**config.mk**
```make
export PLATFORM = sky130hd
export DESIGN_NAME = burst_addr_seq
export DESIGN_NICKNAME = d
export VERILOG_FILES = /design/src/rtl/burst_seq_pkg.sv /design/src/rtl/burst_addr_step.sv /design/src/rtl/burst_word_counter.sv /design/src/rtl/burst_addr_seq.sv
export SDC_FILE = /design/constraint.sdc
export NUM_CORES = 1
export LEC_CHECK = 0
export ABC_AREA = 1
export BUFFER_PORTS_ARGS = -buffer_cell sky130_fd_sc_hd__buf_2
export CAP_MARGIN = 30
export CORE_MARGIN = 5
export CORE_UTILIZATION = 40
export DETAILED_ROUTE_END_ITERATION = 8
export GPL_TIMING_DRIVEN = 0
export PLACE_DENSITY = 0.61
export SLEW_MARGIN = 20
export SYNTH_ARGS = -nofsm -noshare
export SYNTH_HDL_FRONTEND = slang
export SYNTH_SLANG_ARGS = --single-unit
export TNS_END_PERCENT = 100
```
**constraint.sdc**
```tcl
create_clock -name clk -period 3.9 [get_ports clk]
set_clock_uncertainty 0.05 [all_clocks]
set_input_delay 0.195 -clock clk [delete_from_list [all_inputs] [get_ports clk]]
set_output_delay 0.195 -clock clk [all_outputs]
set_load 0.05 [all_outputs]
```
**src/rtl/burst_seq_pkg.sv**
```systemverilog
package burst_seq_pkg;
  typedef enum logic [1:0] {
    BM_LINEAR     = 2'b00,
    BM_WRAP_SHORT = 2'b01,
    BM_WRAP_LONG  = 2'b10,
    BM_LINEAR_ALT = 2'b11
  } burst_mode_e;
endpackage

```
**src/rtl/burst_addr_step.sv**
```systemverilog
module burst_addr_step
  import burst_seq_pkg::*;
#(
  parameter int ADDR_W    = 24,
  parameter int SHORT_LOG = 3,
  parameter int LONG_LOG  = 4
) (
  input  logic [ADDR_W-1:0] cur,
  input  burst_mode_e       mode,
  output logic [ADDR_W-1:0] nxt
);
  localparam logic [ADDR_W-1:0] ONE = {{(ADDR_W-1){1'b0}}, 1'b1};
  localparam logic [ADDR_W-1:0] SHORT_MASK = {{(ADDR_W-SHORT_LOG){1'b0}}, {SHORT_LOG{1'b1}}};
  localparam logic [ADDR_W-1:0] LONG_MASK  = {{(ADDR_W-LONG_LOG){1'b0}}, {LONG_LOG{1'b1}}};

  logic [ADDR_W-1:0] inc;
  assign inc = cur + ONE;

  always_comb begin
    case (mode)
      BM_WRAP_SHORT: nxt = (cur & ~SHORT_MASK) | (inc & SHORT_MASK);
      BM_WRAP_LONG:  nxt = (cur & ~LONG_MASK)  | (inc & LONG_MASK);
      default:       nxt = inc;
    endcase
  end
endmodule

```
**src/rtl/burst_word_counter.sv**
```systemverilog
module burst_word_counter
  import burst_seq_pkg::*;
#(
  parameter int SHORT_LOG = 3,
  parameter int LONG_LOG  = 4
) (
  input  logic        clk,
  input  logic        rst,
  input  logic        clear,
  input  logic        step,
  input  burst_mode_e mode,
  output logic        last
);
  localparam int CNT_W = LONG_LOG;
  localparam logic [CNT_W-1:0] SHORT_LAST = CNT_W'((1 << SHORT_LOG) - 1);
  localparam logic [CNT_W-1:0] LONG_LAST  = CNT_W'((1 << LONG_LOG) - 1);

  logic [CNT_W-1:0] cnt_q;

  always_ff @(posedge clk) begin
    if (rst || clear) cnt_q <= '0;
    else if (step)    cnt_q <= cnt_q + CNT_W'(1);
  end

  always_comb begin
    case (mode)
      BM_WRAP_SHORT: last = (cnt_q == SHORT_LAST);
      BM_WRAP_LONG:  last = (cnt_q == LONG_LAST);
      default:       last = 1'b0;
    endcase
  end
endmodule

```
**src/rtl/burst_addr_seq.sv**
```systemverilog
module burst_addr_seq
  import burst_seq_pkg::*;
#(
  parameter int ADDR_W    = 24,
  parameter int SHORT_LOG = 3,
  parameter int LONG_LOG  = 4
) (
  input  logic              clk,
  input  logic              rst,
  input  logic              ce_n,
  input  logic              adv_n,
  input  logic              oe_n,
  input  logic [ADDR_W-1:0] addr_in,
  input  logic [1:0]        mode_in,
  output logic [ADDR_W-1:0] arr_addr,
  output logic              data_valid,
  output logic              ready
);
  logic              active_q, nxt_active, load, last, step;
  logic              dv_q;
  logic [ADDR_W-1:0] addr_q, addr_nxt;
  burst_mode_e       mode_q;

  assign load = !ce_n && !adv_n;
  assign step = active_q && !ce_n && !load;

  always_comb begin
    if (ce_n)                  nxt_active = 1'b0;
    else if (load)             nxt_active = 1'b1;
    else if (active_q && last) nxt_active = 1'b0;
    else                       nxt_active = active_q;
  end

  burst_addr_step #(
    .ADDR_W(ADDR_W), .SHORT_LOG(SHORT_LOG), .LONG_LOG(LONG_LOG)
  ) u_step (
    .cur(addr_q), .mode(mode_q), .nxt(addr_nxt)
  );

  burst_word_counter #(
    .SHORT_LOG(SHORT_LOG), .LONG_LOG(LONG_LOG)
  ) u_cnt (
    .clk(clk), .rst(rst), .clear(load), .step(step), .mode(mode_q), .last(last)
  );

  always_ff @(posedge clk) begin
    if (rst) begin
      active_q <= 1'b0;
      dv_q     <= 1'b0;
      addr_q   <= '0;
      mode_q   <= BM_LINEAR;
    end else begin
      active_q <= nxt_active;
      dv_q     <= nxt_active && !oe_n;
      if (ce_n) begin
        addr_q <= '0;
      end else if (load) begin
        addr_q <= addr_in;
        mode_q <= burst_mode_e'(mode_in);
      end else if (active_q) begin
        addr_q <= last ? '0 : addr_nxt;
      end
    end
  end

  assign arr_addr   = addr_q;
  assign ready      = active_q;
  assign data_valid = dv_q;
endmodule

```
; ---- Word level (Yosys, flattened, before mapping)
; Cells that the tools add are included.
[totals]
regBits = 32
inputBits = 31
output_inout_bits = 26
elab_cells = 35
[op_classes]
n_addsub = 2
n_eq_ne = 4
n_mux = 8
n_bitwise = 3
n_reduce_logical = 13
[op_table]
columns = op, n
row1 = 24-bit 2-to-1 mux, 3
row2 = 24-bit case mux with 2 select lines, 1
row3 = "24-bit by 1-bit adder with 24-bit output, second input constant", 1
row4 = 24-bit by 3-bit OR with 24-bit output, 1
row5 = 24-bit by 4-bit OR with 24-bit output, 1
row6 = 1-bit logical AND, 5
row7 = "4-bit by 1-bit adder with 4-bit output, second input constant", 1
row8 = "4-bit by 3-bit equality test with 1-bit output, second input constant", 1
row9 = "4-bit equality test, second input constant", 1
row10 = 1-bit logical NOT, 4
row11 = 1-bit 2-to-1 mux, 3
row12 = "2-bit by 1-bit equality test with 1-bit output, second input constant", 1
row13 = "2-bit equality test, second input constant", 1
row14 = 1-bit case mux with 2 select lines, 1
row15 = 2-bit AND reduction, 1
row16 = 2-bit nonzero test, 1
row17 = 2-bit OR reduction, 1
row18 = 1-bit logical OR, 1
row19 = 1-bit inverter, 1

; ---- Longest topological paths before layout
; Gate-level depths: netlist (run 1).
[depth]
ltp_word = 7
ltp_mapped = 12
mapped_depth_nobuf = 11

; ---- Hierarchy
; From an unflattened synthesis (run 1), not the netlist that was laid out.
[unflattened]
cells_unflattened = 445
area_unflattened_um2 = 2501.1
[by_module_without_submodules]
columns = mod, n_inst, cells_per_inst, area_each_um2, seq_area_each_um2
row1 = burst_addr_seq, 1, 231, 1427.6, 560.5
row2 = burst_addr_step, 1, 187, 870.8, 0.0
row3 = burst_word_counter, 1, 27, 202.7, 80.1

; ---- Least setup slack after synthesis (run 1)
; Ideal clock, no wire load.
[synth_path]
path_type = reg-to-reg
startpoint = register addr_q[1] (netlist: arr_addr[1])
endpoint = register addr_q[20] (netlist: arr_addr[20])
setup_ps = 70
t_arrival_ps = 1698
required_time_ps = 3780
setup_slack_ps = 2082
path_stages_with_launch = 10
period_less_slack_ps = 1818
path_cell_list = dfxtp_1 -> ha_1 -> nand2_1 -> nor2_1 -> nand2_1 -> nor2_1 -> nand3_1 -> nand2_1 -> nand3_1 -> a21oi_1
[synth_via]
elab_chain_cells = 5
[synth_lines]
columns = item, line_no
row1 = from (decl), burst_addr_seq.sv:21  ; logic [ADDR_W-1:0] addr_q, addr_nxt;
row2 = from (signal assigned), burst_addr_seq.sv:58  ; addr_q <= addr_in;
row3 = from (signal assigned), burst_addr_seq.sv:61  ; addr_q <= last ? '0 : addr_nxt;
row4 = 24-bit by 1-bit adder with 24-bit output, burst_addr_step.sv:17  ; assign inc = cur + ONE;
row5 = 24-bit case mux with 2 select lines, burst_addr_step.sv:20  ; case (mode)
row6 = 24-bit 2-to-1 mux, burst_addr_seq.sv:61
row7 = 24-bit 2-to-1 mux, burst_addr_seq.sv:60  ; end else if (active_q) begin
row8 = 24-bit 2-to-1 mux, burst_addr_seq.sv:57  ; end else if (load) begin
; No other way between the ends. The select of a mux whose other input is x is not followed.
; A chain may end at the register's enable or synchronous reset.

; ---- Worst setup path in the final report (run 1)
[layout_path]
startpoint = register mode_q[0]
endpoint = register addr_q[14] (netlist: arr_addr[14])
[layout_via]
elab_chain_cells = 5
word_cells_on_any_way = 7
classes_between = 2 x eq/ne / 5 x mux
[layout_lines]
columns = item, line_no
row1 = from (decl), burst_addr_seq.sv:22  ; burst_mode_e mode_q;
row2 = from (signal assigned), burst_addr_seq.sv:59  ; mode_q <= burst_mode_e'(mode_in);
row3 = 2-bit equality test / 2-bit by 1-bit equality test with 1-bit output (equally long branches), "burst_addr_step.sv:20, burst_word_counter.sv:26"
row4 = 24-bit case mux with 2 select lines / 1-bit case mux with 2 select lines (equally long branches), "burst_addr_step.sv:20, burst_word_counter.sv:26"
row5 = 24-bit 2-to-1 mux (*), burst_addr_seq.sv:61
row6 = 24-bit 2-to-1 mux (*), burst_addr_seq.sv:60
row7 = 24-bit 2-to-1 mux (*), burst_addr_seq.sv:57
; Mark *: on every way between the ends. The rest lies on a longest branch, timed or not. The select of a mux whose other input is x is not followed.

==> impl_results.rst, run 1 <==
.. list-table::
   :header-rows: 1

   * - Metric
     - Value
   * - Status
     - complete, no violations
   * - Die Wd
     - 84.7 um
   * - Cell Area, Synth
     - 2230 um2
   * - Number of synthesized flops with an enable pin
     - 0
   * - Clock insertion delay at the later pin of the skew report
     - 290 ps
   * - Clock tree from TritonCTS
     - yes
   * - Number of synthesis warnings
     - 0
   * - Count of unique library cells instantiated by Yosys
     - 28
   * - Leakage dissipation
     - 0.00114 uW
   * - Cell at the root of the clock tree
     - sky130_fd_sc_hd__clkbuf_8
   * - Critical R2R Capture
     - arr_addr[14]
   * - Crit start category
     - register
   * - Number of cell rows
     - 27
   * - Critical Path AT
     - 2110 ps
   * - DRC
     - 0
   * - Clock-pin slew on the worst setup and hold paths
     - 70 ps
   * - Reg-to-Reg Start
     - mode_q[0]
   * - Sw Share
     - 31.0%
   * - Number of standard cells after synthesis
     - 359
   * - Total count of max-transition violations in the final report
     - 0
   * - Combinational cell fraction of total power
     - 18.4%
   * - Register area share after synthesis
     - 28.7%
   * - Antenna-violating nets left
     - 0
   * - Fraction of registers with async set/reset
     - 0%
   * - Setup repair after global routing missed its margin
     - false
   * - Total power density per cell area
     - 282 nW/um2
   * - Maximum fanout encountered on the critical timing path
     - 10
   * - Min Tclk post-route
     - 2010 ps
   * - Area occupied by registers
     - 641 um2
   * - Leading register cell type out of synthesis
     - sky130_fd_sc_hd__dfxtp_1
   * - Critical setup path kind
     - reg -> reg
   * - Number of detailed-routing iterations run before antenna repair
     - 4
   * - Count of instances resized after the clock tree is built
     - 0
   * - Fillcell total
     - 587
   * - Number of setup violations in the final report
     - 0
   * - Floorplan die area
     - 7170 um2
   * - Critical Path Max Stage Delay
     - 390 ps
   * - Total power consumption of the routed design
     - 760 uW
   * - Layout Nets
     - 457
   * - Worst VDD drop
     - 0.000165 V
   * - Summed negative setup slack over all endpoints
     - 0 ps
   * - Most frequent cell on the critical path
     - sky130_fd_sc_hd__nand2_1
   * - Input/output buffers
     - 56
   * - I/O pin total
     - 57
   * - Routability cong.
     - 0.904
   * - Chip Height
     - 84.7 um
   * - Clock sink count
     - 32
   * - R2r worst-path depth
     - 11
   * - Initial core utilization
     - 40.8%
   * - Maximum clock rate
     - 497 MHz
   * - Ordered cell list for the critical path
     - inv_1 -> ha_1 -> inv_2 -> nand2_1 -> nor2_4 -> inv_2 -> buf_6 -> nand3_1 -> nand2_1 -> nand2_1 -> a21oi_1
   * - Via count of the first global-routing pass
     - 2317
   * - Total inserted antenna cells
     - 0
   * - Internal power
     - 524 uW
   * - Nature of the critical path endpoint
     - register
   * - Library cell contributing the largest single delay on the critical path
     - sky130_fd_sc_hd__ha_1
   * - Post-Syn Nets
     - 394
   * - Sum of overflow across all layers after global routing
     - 0
   * - Area of combinational cells with multiple inputs
     - 1300 um2
   * - Proportion of power drawn by the clock network
     - 36.2%
   * - Worst slew slack as a fraction of its limit
     - 62.7%
   * - Overall track demand over capacity in global routing
     - 19.0%
   * - Worst Hold End
     - data_valid
   * - Initial detailed-routing violation count
     - 144
   * - Average wire per standard cell
     - 13.8 um
   * - Number of failing hold endpoints at the final stage
     - 0
   * - Count of max-cap constraint violations
     - 0
   * - Hold Crit Start
     - oe_n
   * - Half-perimeter wire length of the detailed placement result
     - 5.21 mm
   * - Share of post-route cells with drive strength above 1
     - 21.3%
   * - Switching power
     - 236 uW
   * - Sequential share of power
     - 45.5%
   * - Worst hold path class
     - in -> reg
   * - Via-per-instance ratio
     - 4.99
   * - Flops & latches, synth
     - 32
   * - Maximum level of the CTS H-tree
     - 2
   * - Pin count of the biggest net entering global routing
     - 11
   * - Worst hold stages
     - 2
   * - Area inside the core boundary
     - 5470 um2
   * - First-pass GRT wire length
     - 11.0 mm
   * - Slew at the pin closest to its max-slew limit
     - 560 ps
   * - Count of hold buffers inserted by post-cts repair
     - 0
   * - Layout-stage area growth over the synthesis result
     - 20.6%
   * - Number of vias in the routed layout
     - 2469
   * - Share of the clock period used by the worst path after layout
     - 51.6%
   * - Initial antenna violation count
     - 0
   * - Post-CTS setup-driven buffer insertion count
     - 0
   * - Slack of the worst reg-to-reg path
     - 1890 ps
   * - Max Root-Sink Buffers
     - 2
   * - Routed wire length
     - 6.84 mm
   * - Synthesized area divided by synthesized cell count
     - 6.21 um2
   * - Number of buffers added by the clock tree synthesis step
     - 5
   * - Data required time of the critical path
     - 4000 ps
[worst max-delay path, delay by kind of cell (launching register included)]
| kind | cells | cell delay, ps |
|---|---|---|
| flops | 1 | 340 |
| compound gates | 1 | 60 |
| simple gates | 5 | 570 |
| fa+ha+maj | 1 | 390 |
| buf+inv | 4 | 480 |
[layout by cell type (no fill, tap or decap)]
cell type,instances
sky130_fd_sc_hd__nand3_2,2
sky130_fd_sc_hd__o22ai_1,2
sky130_fd_sc_hd__a22o_1,9
sky130_fd_sc_hd__o21ai_0,25
sky130_fd_sc_hd__a21oi_1,24
sky130_fd_sc_hd__clkbuf_1,5
sky130_fd_sc_hd__xor2_1,1
sky130_fd_sc_hd__buf_2,58
sky130_fd_sc_hd__a211oi_1,2
sky130_fd_sc_hd__a31oi_1,3
sky130_fd_sc_hd__nor2_4,6
sky130_fd_sc_hd__inv_2,5
sky130_fd_sc_hd__nor2_1,39
sky130_fd_sc_hd__buf_6,3
sky130_fd_sc_hd__nor2_2,2
sky130_fd_sc_hd__clkbuf_2,1
sky130_fd_sc_hd__clkbuf_8,6
sky130_fd_sc_hd__nand2_1,82
sky130_fd_sc_hd__inv_1,55
sky130_fd_sc_hd__buf_4,1
sky130_fd_sc_hd__nor4_1,1
sky130_fd_sc_hd__o211ai_1,3
sky130_fd_sc_hd__a21o_1,1
sky130_fd_sc_hd__nand2_2,6
sky130_fd_sc_hd__dfxtp_1,32
sky130_fd_sc_hd__nand4_1,12
sky130_fd_sc_hd__nor3_1,2
sky130_fd_sc_hd__nand3_1,31
sky130_fd_sc_hd__ha_1,4
[cells by family after synthesis]
group                      share of synthesized area [%]
xor gates and xnor gates                           0.393
adders and majority gates                           2.24
and+or+nand+nor                                     37.6
DFF                                                 28.7
AOI/OAI and AO/OA                                   17.9
buffers and inverters                               13.1
[power groups by stage]
stage	combinational, uW	clock, uW	sequential, uW
2_1_floorplan	69.6	0	374
3_3_place_gp	139	0	353
3_5_place_dp	140	0	353
4_1_cts	140	282	345
5_1_grt	153	295	347
6_report	140	275	346
[state kept, by name, indices dropped and copies added (netlist names)]
| name | flops |
|---|---|
| arr_addr | 24 |
| data_valid | 1 |
| mode_q | 2 |
| ready | 1 |
| u_cnt.cnt_q | 4 |
[stage by stage]
| stage | area (um2) | utilization (%) | setup WS, ps | instances | hold WS, ps |
|---|---|---|---|---|---|
| detailed placement | 2600 | 47.5 | 1900 | 487 | 314 |
| global placement | 2600 | 47.5 | 1900 | 487 | 314 |
| CTS | 2690 | 49.2 | 1890 | 495 | 6.64 |
| floorplan | 2230 | - | 2080 | 359 | 217 |
| finish | 2690 | 49.2 | 1890 | 495 | 13.2 |
| global route | 2690 | 49.2 | 1740 | 495 | 14.2 |
[metal layers]
| layer | up-vias | share of wire (%) | GRT usage, % | routed length [um] |
|---|---|---|---|---|
| li1 | 1299 | - | - | - |
| met1 | 1088 | 46 | 24.6 | 3140 |
| met2 | 71 | 46 | 31.8 | 3140 |
| met3 | 11 | 6.7 | 4.51 | 460 |
| met4 | 0 | 1.5 | 4.75 | 101 |
| met5 | - | 0 | 0 | 0 |
[Yosys cell counts (2+ instances only)]
master	n	area share, %
sky130_fd_sc_hd__a211oi_1	2	0.67
sky130_fd_sc_hd__a21oi_1	24	5.4
sky130_fd_sc_hd__a22o_1	9	3.5
sky130_fd_sc_hd__a31oi_1	3	0.84
sky130_fd_sc_hd__buf_2	2	0.45
sky130_fd_sc_hd__buf_6	3	1.5
sky130_fd_sc_hd__clkbuf_1	3	0.50
sky130_fd_sc_hd__dfxtp_1	32	29
sky130_fd_sc_hd__ha_1	4	2.2
sky130_fd_sc_hd__inv_1	55	9.3
sky130_fd_sc_hd__inv_2	5	0.84
sky130_fd_sc_hd__nand2_1	82	14
sky130_fd_sc_hd__nand2_2	6	1.7
sky130_fd_sc_hd__nand3_1	31	7.0
sky130_fd_sc_hd__nand3_2	2	0.90
sky130_fd_sc_hd__nand4_1	12	3.4
sky130_fd_sc_hd__nor2_1	39	6.6
sky130_fd_sc_hd__nor2_2	2	0.56
sky130_fd_sc_hd__nor2_4	6	3.0
sky130_fd_sc_hd__nor3_1	2	0.45
sky130_fd_sc_hd__o211ai_1	3	1.0
sky130_fd_sc_hd__o21ai_0	25	5.6
sky130_fd_sc_hd__o22ai_1	2	0.56
[how the worst max path moves through the flow]
stage | startpoint | slack [ps] | depth (start not counted) | endpoint
after floorplan | arr_addr[1] | 2080 | 9 | arr_addr[20]
after global placement | mode_q[0] | 1900 | 11 | arr_addr[14]
after detailed placement | mode_q[0] | 1900 | 11 | arr_addr[14]
after CTS | mode_q[0] | 1890 | 11 | arr_addr[14]
after global routing | mode_q[0] | 1740 | 10 | arr_addr[18]
final | mode_q[0] | 1890 | 11 | arr_addr[14]
[final cells by class]
| class | instances | area share, % |
|---|---|---|
| Multi-Input combinational cell | 257 | 48.2 |
| Sequential cell | 32 | 23.8 |
| Timing Repair Buffer | 56 | 10.4 |
| Inverter | 60 | 8.37 |
| Clock buffer | 8 | 3.35 |
| Tap cell | 72 | 3.35 |
| Buffer | 10 | 2.51 |
(Power assumes the default switching activity.)
==> run 2: changes to the inputs <==
ABC_AREA = 0   (was 1)
PLACE_DENSITY = 0.65   (was 0.61)
clock period = 1.8 ns   (was 3.9 ns; I/O delays follow)
==> impl_results.rst, run 2 <==
.. list-table::
   :header-rows: 1

   * - Metric
     - Value
   * - Status
     - finished with violations (was complete, no violations)
   * - Violations in the final reports
     - hold timing, setup timing
   * - Critical Path AT
     - 2250 ps (was 2110 ps)
   * - Ordered cell list for the critical path
     - inv_2 -> ha_4 -> nand4_4 -> buf_4 -> or4b_1 -> mux2_2 -> o22ai_1 (was inv_1 -> ha_1 -> inv_2 -> nand2_1 -> nor2_4 -> inv_2 -> buf_6 -> nand3_1 -> nand2_1 -> nand2_1 -> a21oi_1)
   * - Reg-to-Reg Start
     - mode_q[0] (unchanged)
   * - Total inserted antenna cells
     - 0 (unchanged)
   * - DRC
     - 0 (unchanged)
   * - Met2 GRT Util
     - 35.6% (was 31.8%)
   * - Cell at the root of the clock tree
     - sky130_fd_sc_hd__clkbuf_8 (unchanged)
   * - Initial core utilization
     - 41.8% (was 40.8%)
   * - Number of buffers added by the clock tree synthesis step
     - 5 (unchanged)
   * - Leading register cell type out of synthesis
     - sky130_fd_sc_hd__dfxtp_1 (unchanged)
   * - Nature of the critical path endpoint
     - register (unchanged)
   * - Post-Syn Nets
     - 294 (was 394)
   * - Via-per-instance ratio
     - 5.75 (was 4.99)
   * - Highest-count cells in the layout ignoring fill and taps
     - sky130_fd_sc_hd__buf_2, sky130_fd_sc_hd__a21oi_1, sky130_fd_sc_hd__nand2_1 (was sky130_fd_sc_hd__nand2_1, sky130_fd_sc_hd__buf_2, sky130_fd_sc_hd__inv_1)
   * - Leading area contributor after synthesis
     - sky130_fd_sc_hd__dfxtp_1 (unchanged)
   * - GR met1 Demand/Resource
     - 26.8% (was 24.6%)
   * - Chip Height
     - 80.7 um (was 84.7 um)
   * - Area inside the core boundary
     - 4790 um2 (was 5470 um2)
   * - Routed wire length
     - 6.86 mm (was 6.84 mm)
   * - Library cell contributing the largest single delay on the critical path
     - sky130_fd_sc_hd__or4b_1 (was sky130_fd_sc_hd__ha_1)
   * - Data required time of the critical path
     - 1960 ps (was 4000 ps)
   * - Clock sink count
     - 32 (unchanged)
   * - Min Tclk post-route
     - 2090 ps (was 2010 ps)
   * - Flops & latches, synth
     - 32 (unchanged)
   * - Clock tree from TritonCTS
     - yes (unchanged)
   * - Fin util
     - 62.1% (was 49.2%)
   * - Flip-flop count of the largest register, all copies and words added
     - 24 (unchanged)
   * - Total power density per cell area
     - 546 nW/um2 (was 282 nW/um2)
   * - Most frequent cells after synthesis
     - sky130_fd_sc_hd__dfxtp_1, sky130_fd_sc_hd__nand2_1, sky130_fd_sc_hd__a21oi_1 (was sky130_fd_sc_hd__nand2_1, sky130_fd_sc_hd__inv_1, sky130_fd_sc_hd__nor2_1)
   * - Number of setup violations in the final report
     - 17 (was 0)
   * - Crit start category
     - register (unchanged)
   * - Setup repair after global routing missed its margin
     - true (was false)
   * - Cell Area, Synth
     - 2000 um2 (was 2230 um2)
   * - Number of cell rows
     - 25 (was 27)
   * - Average wire per standard cell
     - 17.0 um (was 13.8 um)
   * - Layout-stage area growth over the synthesis result
     - 48.4% (was 20.6%)
   * - Number of synthesized flops with an enable pin
     - 0 (unchanged)
   * - Layout Nets
     - 371 (was 457)
   * - Maximum level of the CTS H-tree
     - 2 (unchanged)
   * - Met3 track demand over resource
     - 3.44% (was 4.51%)
   * - Critical setup path kind
     - reg -> reg (unchanged)
   * - Sum of overflow across all layers after global routing
     - 0 (unchanged)
   * - Number of failing hold endpoints at the final stage
     - 1 (was 0)
   * - Total count of max-transition violations in the final report
     - 0 (unchanged)
   * - Maximum clock rate
     - 478 MHz (was 497 MHz)
   * - I/O pin total
     - 57 (unchanged)
   * - Fraction of registers with async set/reset
     - 0% (unchanged)
   * - Antenna-violating nets left
     - 0 (unchanged)
   * - Share of the synthesized area in the top cell type
     - 32.0% (was 28.7%)
   * - Via count of the first global-routing pass
     - 2206 (was 2317)
   * - Initial detailed-routing violation count
     - 263 (was 144)
   * - Fin worst setup slack
     - -292 ps (was 1890 ps)
   * - Share of the clock period used by the worst path after layout
     - 116% (was 51.6%)
   * - Pin count of the biggest net entering global routing
     - 11 (unchanged)
   * - Die Wd
     - 80.7 um (was 84.7 um)
   * - Most numerous cell in the Yosys netlist
     - sky130_fd_sc_hd__dfxtp_1 (was sky130_fd_sc_hd__nand2_1)
   * - Half-perimeter wire length of the detailed placement result
     - 4.69 mm (was 5.21 mm)
   * - Worst setup path start
     - mode_q[0] (unchanged)
   * - Worst slack on hold paths
     - -0.422 ps (was 13.2 ps)
   * - Initial antenna violation count
     - 0 (unchanged)
   * - Slew at the pin closest to its max-slew limit
     - 657 ps (was 560 ps)
   * - Hold Crit Start
     - addr_in[5] (was oe_n)
   * - First-pass GRT wire length
     - 10.7 mm (was 11.0 mm)
   * - Worst hold path class
     - in -> reg (unchanged)
   * - Max Root-Sink Buffers
     - 2 (unchanged)
   * - Maximum fanout encountered on the critical timing path
     - 5 (was 10)
   * - Share of post-route cells with drive strength above 1
     - 43.9% (was 21.3%)
   * - Clock-pin slew on the worst setup and hold paths
     - 70 ps (about the same)
   * - Number of synthesis warnings
     - 0 (unchanged)
   * - Number of detailed-routing iterations run before antenna repair
     - 5 (was 4)
   * - Commonest non-fill, non-tap cell in the layout
     - sky130_fd_sc_hd__buf_2 (was sky130_fd_sc_hd__nand2_1)
   * - Input/output buffers
     - 54 (was 56)
   * - Worst VDD drop
     - 0.000422 V (was 0.000165 V)
   * - Peak-usage layer in the global routing report
     - met2 (unchanged)
   * - Overall track demand over capacity in global routing
     - 21.1% (was 19.0%)
   * - Floorplan die area
     - 6520 um2 (was 7170 um2)
   * - Number of standard cells after synthesis
     - 259 (was 359)
   * - Leakage dissipation
     - 0.00124 uW (was 0.00114 uW)
   * - Routability cong.
     - 0.889 (was 0.904)
   * - Register area share after synthesis
     - 32.0% (was 28.7%)
   * - Synthesized area divided by synthesized cell count
     - 7.73 um2 (was 6.21 um2)
   * - Count of max-cap constraint violations
     - 0 (unchanged)
   * - Dominant cells by area after synthesis
     - sky130_fd_sc_hd__dfxtp_1, sky130_fd_sc_hd__mux2_2, sky130_fd_sc_hd__a21oi_1 (was sky130_fd_sc_hd__dfxtp_1, sky130_fd_sc_hd__nand2_1, sky130_fd_sc_hd__inv_1)
   * - Worst slew slack as a fraction of its limit
     - 56.2% (was 62.7%)
   * - Count of unique library cells instantiated by Yosys
     - 44 (was 28)
   * - Clock insertion delay at the later pin of the skew report
     - 290 ps (about the same)
   * - Number of vias in the routed layout
     - 2325 (was 2469)
   * - Critical Path Max Stage Delay
     - 550 ps (was 390 ps)
==> run 2: changes by cell type after synthesis, moves of 9 or more <==
cell | previous run | this run
sky130_fd_sc_hd__clkbuf_1 | 3 | 12
sky130_fd_sc_hd__mux2_2 | 0 | 13
sky130_fd_sc_hd__o21ai_0 | 25 | 6
sky130_fd_sc_hd__a22o_1 | 9 | 0
sky130_fd_sc_hd__nor2_1 | 39 | 22
sky130_fd_sc_hd__nand3_1 | 31 | 10
sky130_fd_sc_hd__inv_1 | 55 | 8
sky130_fd_sc_hd__and3_1 | 0 | 18
sky130_fd_sc_hd__nand2_1 | 82 | 29
sky130_fd_sc_hd__o22ai_1 | 2 | 13
==> run 2: area by class of cell <==
cell class	count	area, um2
clock inverters	1	3.75
repair buffers	71	442
inverters	8	30.0
flip-flops and latches	32	694
multi-input cells	203	1540
well taps	67	83.8
plain buffers	15	98.8
clock buffers	7	76.3
fillers	420	1820
==> run 2: final timing paths <==
path / to / slack (ps) / depth (start not counted)
worst min-delay path: arr_addr[5] / -0.4 / 3
worst max-delay path: arr_addr[15] / -290 / 7
worst min register to register: mode_q[1] / 460 / 2
worst max register to register: arr_addr[15] / -290 / 7
==> run 2: where the power goes <==
| group | internal [uW] | switching [uW] |
|---|---|---|
| registers | 715 | 29.7 |
| clock network | 269 | 270 |
| logic | 141 | 197 |
| total | 1120 | 496 |
==> run 2: timing repair <==
action / in CTS / in global routing
gates resized for setup: 21 / 31
cloned: 1 / 0
pin swaps: 9 / 12
hold endpoints to repair: 3 / 0
hold buffers: 3 / 0
setup buffers: 7 / 6
setup endpoints to repair: 24 / 24
==> run 2: cell families (layout without fill, tap and decap cells) <==
| kind of cell | count (synthesis) | after routing | share of synthesized area [%] |
|---|---|---|---|
| simple gates | 116 | 116 | 30.4 |
| flops | 32 | 32 | 32.0 |
| mux | 16 | 16 | 8.81 |
| xor+xnor | 1 | 1 | 0.438 |
| fa+ha+maj | 4 | 4 | 2.50 |
| buf+inv | 24 | 102 | 5.69 |
| compound gates | 66 | 66 | 20.2 |
==> run 2: worst max-delay path: cells and delay by family, from the launching register on <==
kind / cells / cell delay [ps]
simple gates: 2 / 670
flops: 1 / 330
mux: 1 / 300
fa+ha+maj: 1 / 290
buf+inv: 2 / 220
compound gates: 1 / 140
==> run 2: per-layer routing <==
metal  wire (um)  share of wire (%)  vias up
met4         189                2.8        0
met3         449                6.5       18
li1            -                  -     1126
met1        2950                 43     1090
met5           0                  0        -
met2        3280                 48       91
==> run 2: metrics by stage <==
stage          instance area, um2  setup TNS, ps  setup WS [ps]  cells  power (uW)
6_report                     2970          -2650           -292    404        1620
5_1_grt                      2970          -4250           -360    404        1690
4_1_cts                      2760          -2510           -241    398        1610
3_5_place_dp                 2480          -4900           -379    380        1030
3_3_place_gp                 2480          -5010           -358    380        1030
2_1_floorplan                2120           -707           -278    259         939
==> run 3: changes to the inputs <==
SETUP_SLACK_MARGIN = 0.4   (was not set)
==> impl_results.rst, run 3 (same netlist as run 2, synthesis figures left out) <==
.. list-table::
   :header-rows: 1

   * - Metric
     - Value
   * - Status
     - finished with violations (unchanged)
   * - Violations in the final reports
     - setup timing (was hold timing, setup timing)
   * - Critical Path Max Stage Delay
     - 490 ps (was 550 ps)
   * - Worst slew slack as a fraction of its limit
     - 57.2% (was 56.2%)
   * - Cell area after layout
     - 3220 um2 (was 2970 um2)
   * - Hold Crit Start
     - addr_in[4] (was addr_in[5])
   * - Max Root-Sink Buffers
     - 2 (unchanged)
   * - Via-per-instance ratio
     - 5.64 (was 5.75)
   * - Nature of the critical path endpoint
     - register (unchanged)
   * - Maximum clock rate
     - 492 MHz (was 478 MHz)
   * - Number of vias in the routed layout
     - 2368 (was 2325)
   * - Clock tree from TritonCTS
     - yes (unchanged)
   * - Library cell contributing the largest single delay on the critical path
     - sky130_fd_sc_hd__or4_4 (was sky130_fd_sc_hd__or4b_1)
   * - Slack of the worst reg-to-reg path
     - -230 ps (was -290 ps)
   * - Worst Hold End
     - arr_addr[4] (was arr_addr[5])
   * - Worst VDD drop
     - 0.000324 V (was 0.000422 V)
   * - Min Tclk post-route
     - 2030 ps (was 2090 ps)
   * - Total count of max-transition violations in the final report
     - 0 (unchanged)
   * - Sw Share
     - 31.3% (was 30.6%)
   * - Number of cell rows
     - 25 (unchanged)
   * - Clock insertion delay at the later pin of the skew report
     - 290 ps (about the same)
   * - Input/output buffers
     - 54 (unchanged)
   * - Number of detailed-routing iterations run before antenna repair
     - 4 (was 5)
   * - Worst hold stages
     - 3 (unchanged)
   * - First-pass GRT wire length
     - 11.5 mm (was 10.7 mm)
   * - Combinational cell fraction of total power
     - 21.4% (was 20.8%)
   * - Number of setup violations in the final report
     - 23 (was 17)
   * - Ordered cell list for the critical path
     - inv_2 -> ha_4 -> nand4_4 -> or4_4 -> nor4_4 -> mux2_4 -> a211oi_2 (was inv_2 -> ha_4 -> nand4_4 -> buf_4 -> or4b_1 -> mux2_2 -> o22ai_1)
   * - Critical R2R Capture
     - arr_addr[17] (was arr_addr[15])
   * - Maximum fanout encountered on the critical timing path
     - 4 (was 5)
   * - Initial core utilization
     - 41.8% (unchanged)
   * - Flip-flop count of the largest register, all copies and words added
     - 24 (unchanged)
   * - Clock sink count
     - 32 (unchanged)
   * - Fillcell total
     - 394 (was 420)
   * - Fin worst setup slack
     - -231 ps (was -292 ps)
   * - Total power consumption of the routed design
     - 1700 uW (was 1620 uW)
   * - Routability cong.
     - 0.870 (was 0.889)
   * - Chip Height
     - 80.7 um (unchanged)
   * - DRC
     - 0 (unchanged)
   * - Count of max-cap constraint violations
     - 0 (unchanged)
   * - I/O pin total
     - 57 (unchanged)
   * - Clock-pin slew on the worst setup and hold paths
     - 70 ps (about the same)
   * - Total inserted antenna cells
     - 0 (unchanged)
   * - Half-perimeter wire length of the detailed placement result
     - 4.70 mm (was 4.69 mm)
   * - Switching power
     - 533 uW (was 496 uW)
   * - Area inside the core boundary
     - 4790 um2 (unchanged)
   * - Internal power
     - 1170 uW (was 1120 uW)
   * - Data required time of the critical path
     - 1970 ps (was 1960 ps)
   * - Share of the clock period used by the worst path after layout
     - 113% (was 116%)
   * - R2r worst-path depth
     - 7 (unchanged)
   * - Number of failing hold endpoints at the final stage
     - 0 (was 1)
   * - Sum of overflow across all layers after global routing
     - 0 (unchanged)
   * - Highest-count cells in the layout ignoring fill and taps
     - sky130_fd_sc_hd__buf_2, sky130_fd_sc_hd__nand2_1, sky130_fd_sc_hd__a21oi_1 (was sky130_fd_sc_hd__buf_2, sky130_fd_sc_hd__a21oi_1, sky130_fd_sc_hd__nand2_1)
   * - Slew at the pin closest to its max-slew limit
     - 642 ps (was 657 ps)
   * - Critical setup path kind
     - reg -> reg (unchanged)
   * - Critical Path AT
     - 2200 ps (was 2250 ps)
   * - Initial detailed-routing violation count
     - 190 (was 263)
   * - Worst slack on hold paths
     - 10.9 ps (was -0.422 ps)
   * - Crit start category
     - register (unchanged)
   * - Layout-stage area growth over the synthesis result
     - 60.6% (was 48.4%)
   * - Die Wd
     - 80.7 um (unchanged)
   * - Total power density per cell area
     - 529 nW/um2 (was 546 nW/um2)
   * - Routed wire length
     - 7.03 mm (was 6.86 mm)
   * - Share of post-route cells with drive strength above 1
     - 51.6% (was 43.9%)
   * - Floorplan die area
     - 6520 um2 (unchanged)
   * - Initial antenna violation count
     - 0 (unchanged)
   * - Average wire per standard cell
     - 16.7 um (was 17.0 um)
   * - Proportion of power drawn by the clock network
     - 35.1% (was 33.2%)
   * - Overall track demand over capacity in global routing
     - 23.1% (was 21.1%)
   * - Via count of the first global-routing pass
     - 2256 (was 2206)
   * - Layout Nets
     - 387 (was 371)
   * - Summed negative setup slack over all endpoints
     - -2550 ps (was -2650 ps)
   * - Sequential share of power
     - 43.5% (was 45.9%)
   * - Pin count of the biggest net entering global routing
     - 11 (unchanged)
   * - Cell at the root of the clock tree
     - sky130_fd_sc_hd__clkbuf_8 (unchanged)
   * - Maximum level of the CTS H-tree
     - 2 (unchanged)
   * - Worst hold path class
     - in -> reg (unchanged)
   * - Leakage dissipation
     - 0.00135 uW (was 0.00124 uW)
   * - Commonest non-fill, non-tap cell in the layout
     - sky130_fd_sc_hd__buf_2 (unchanged)
   * - Setup repair after global routing missed its margin
     - true (unchanged)
   * - Number of buffers added by the clock tree synthesis step
     - 5 (unchanged)
   * - Antenna-violating nets left
     - 0 (unchanged)
   * - Reg-to-Reg Start
     - mode_q[0] (unchanged)
   * - Placed cell areas
     - 2550 um2 (was 2480 um2)
==> run 3: cell types whose count changed in the layout (fill, tap and decap cells not counted), sizes merged <==
cell         change
buf             +13
bufbuf           -1
clkinv           +1
dlygate4sd3      +3
==> run 3: layer usage <==
layer | global-route usage [%] | up-vias | part of all wire, %
met4 | 10.6 | 0 | 2.2
li1 | - | 1161 | -
met2 | 38.3 | 73 | 49
met5 | 0 | - | 0
met3 | 4.32 | 12 | 5.5
met1 | 29.0 | 1122 | 44
==> run 3: worst max path at each step <==
| stage | from | endpoint | slack (ps) | cells after the start |
|---|---|---|---|---|
| detailed placement | mode_q[0] | arr_addr[17] | -410 | 7 |
| global placement | mode_q[0] | arr_addr[17] | -370 | 7 |
| CTS | mode_q[0] | arr_addr[17] | -210 | 7 |
| global route | mode_q[0] | arr_addr[15] | -300 | 7 |
| floorplan | mode_q[0] | arr_addr[17] | -280 | 7 |
| finish | mode_q[0] | arr_addr[17] | -230 | 7 |
==> run 3: power groups by stage <==
stage               Sequential [uW]  Combinational (uW)  Clock, uW
floorplan                       803                 140          0
global placement                754                 282          0
detailed placement              754                 284          0
CTS                             738                 340        604
global route                    743                 392        651
finish                          740                 364        598
==> run 3: critical path: cells and delay by family, from the launching register on <==
family | cells | cell delay (ps)
AND/OR/NAND/NOR | 3 | 760
multiplexers | 1 | 330
AO/OA/AOI/OAI | 1 | 170
adder cells (fa/ha/maj) | 1 | 280
buffers and inverters | 1 | 40
flip-flops | 1 | 340
==> run 3: timing repair <==
action / CTS / global route
resized for setup: 39 / 26
endpoints found under the hold margin: 6 / 0
hold buffers: 6 / 0
gates cloned: 1 / 0
endpoints found under the setup margin: 29 / 31
setup buffers: 19 / 6
pin swaps: 14 / 10
==> run 3: area by class of cell <==
class	instances	area (um2)	share of cell area (%)
multi-input combinational	203	1600	49.9
sequential	32	699	21.8
timing repair buffer	86	581	18.1
buffer	16	125	3.89
tap	67	83.8	2.61
clock buffer	6	82.6	2.57
inverter	8	30.0	0.934
clock inverter	2	10.0	0.311
==> run 3: stage by stage <==
stage	setup WS, ps	std cells	utilization, %
floorplan	-278	259	-
global placement	-374	380	53.2
detailed placement	-411	380	53.2
CTS	-209	414	63.9
global route	-297	420	67.2
finish	-231	420	67.2
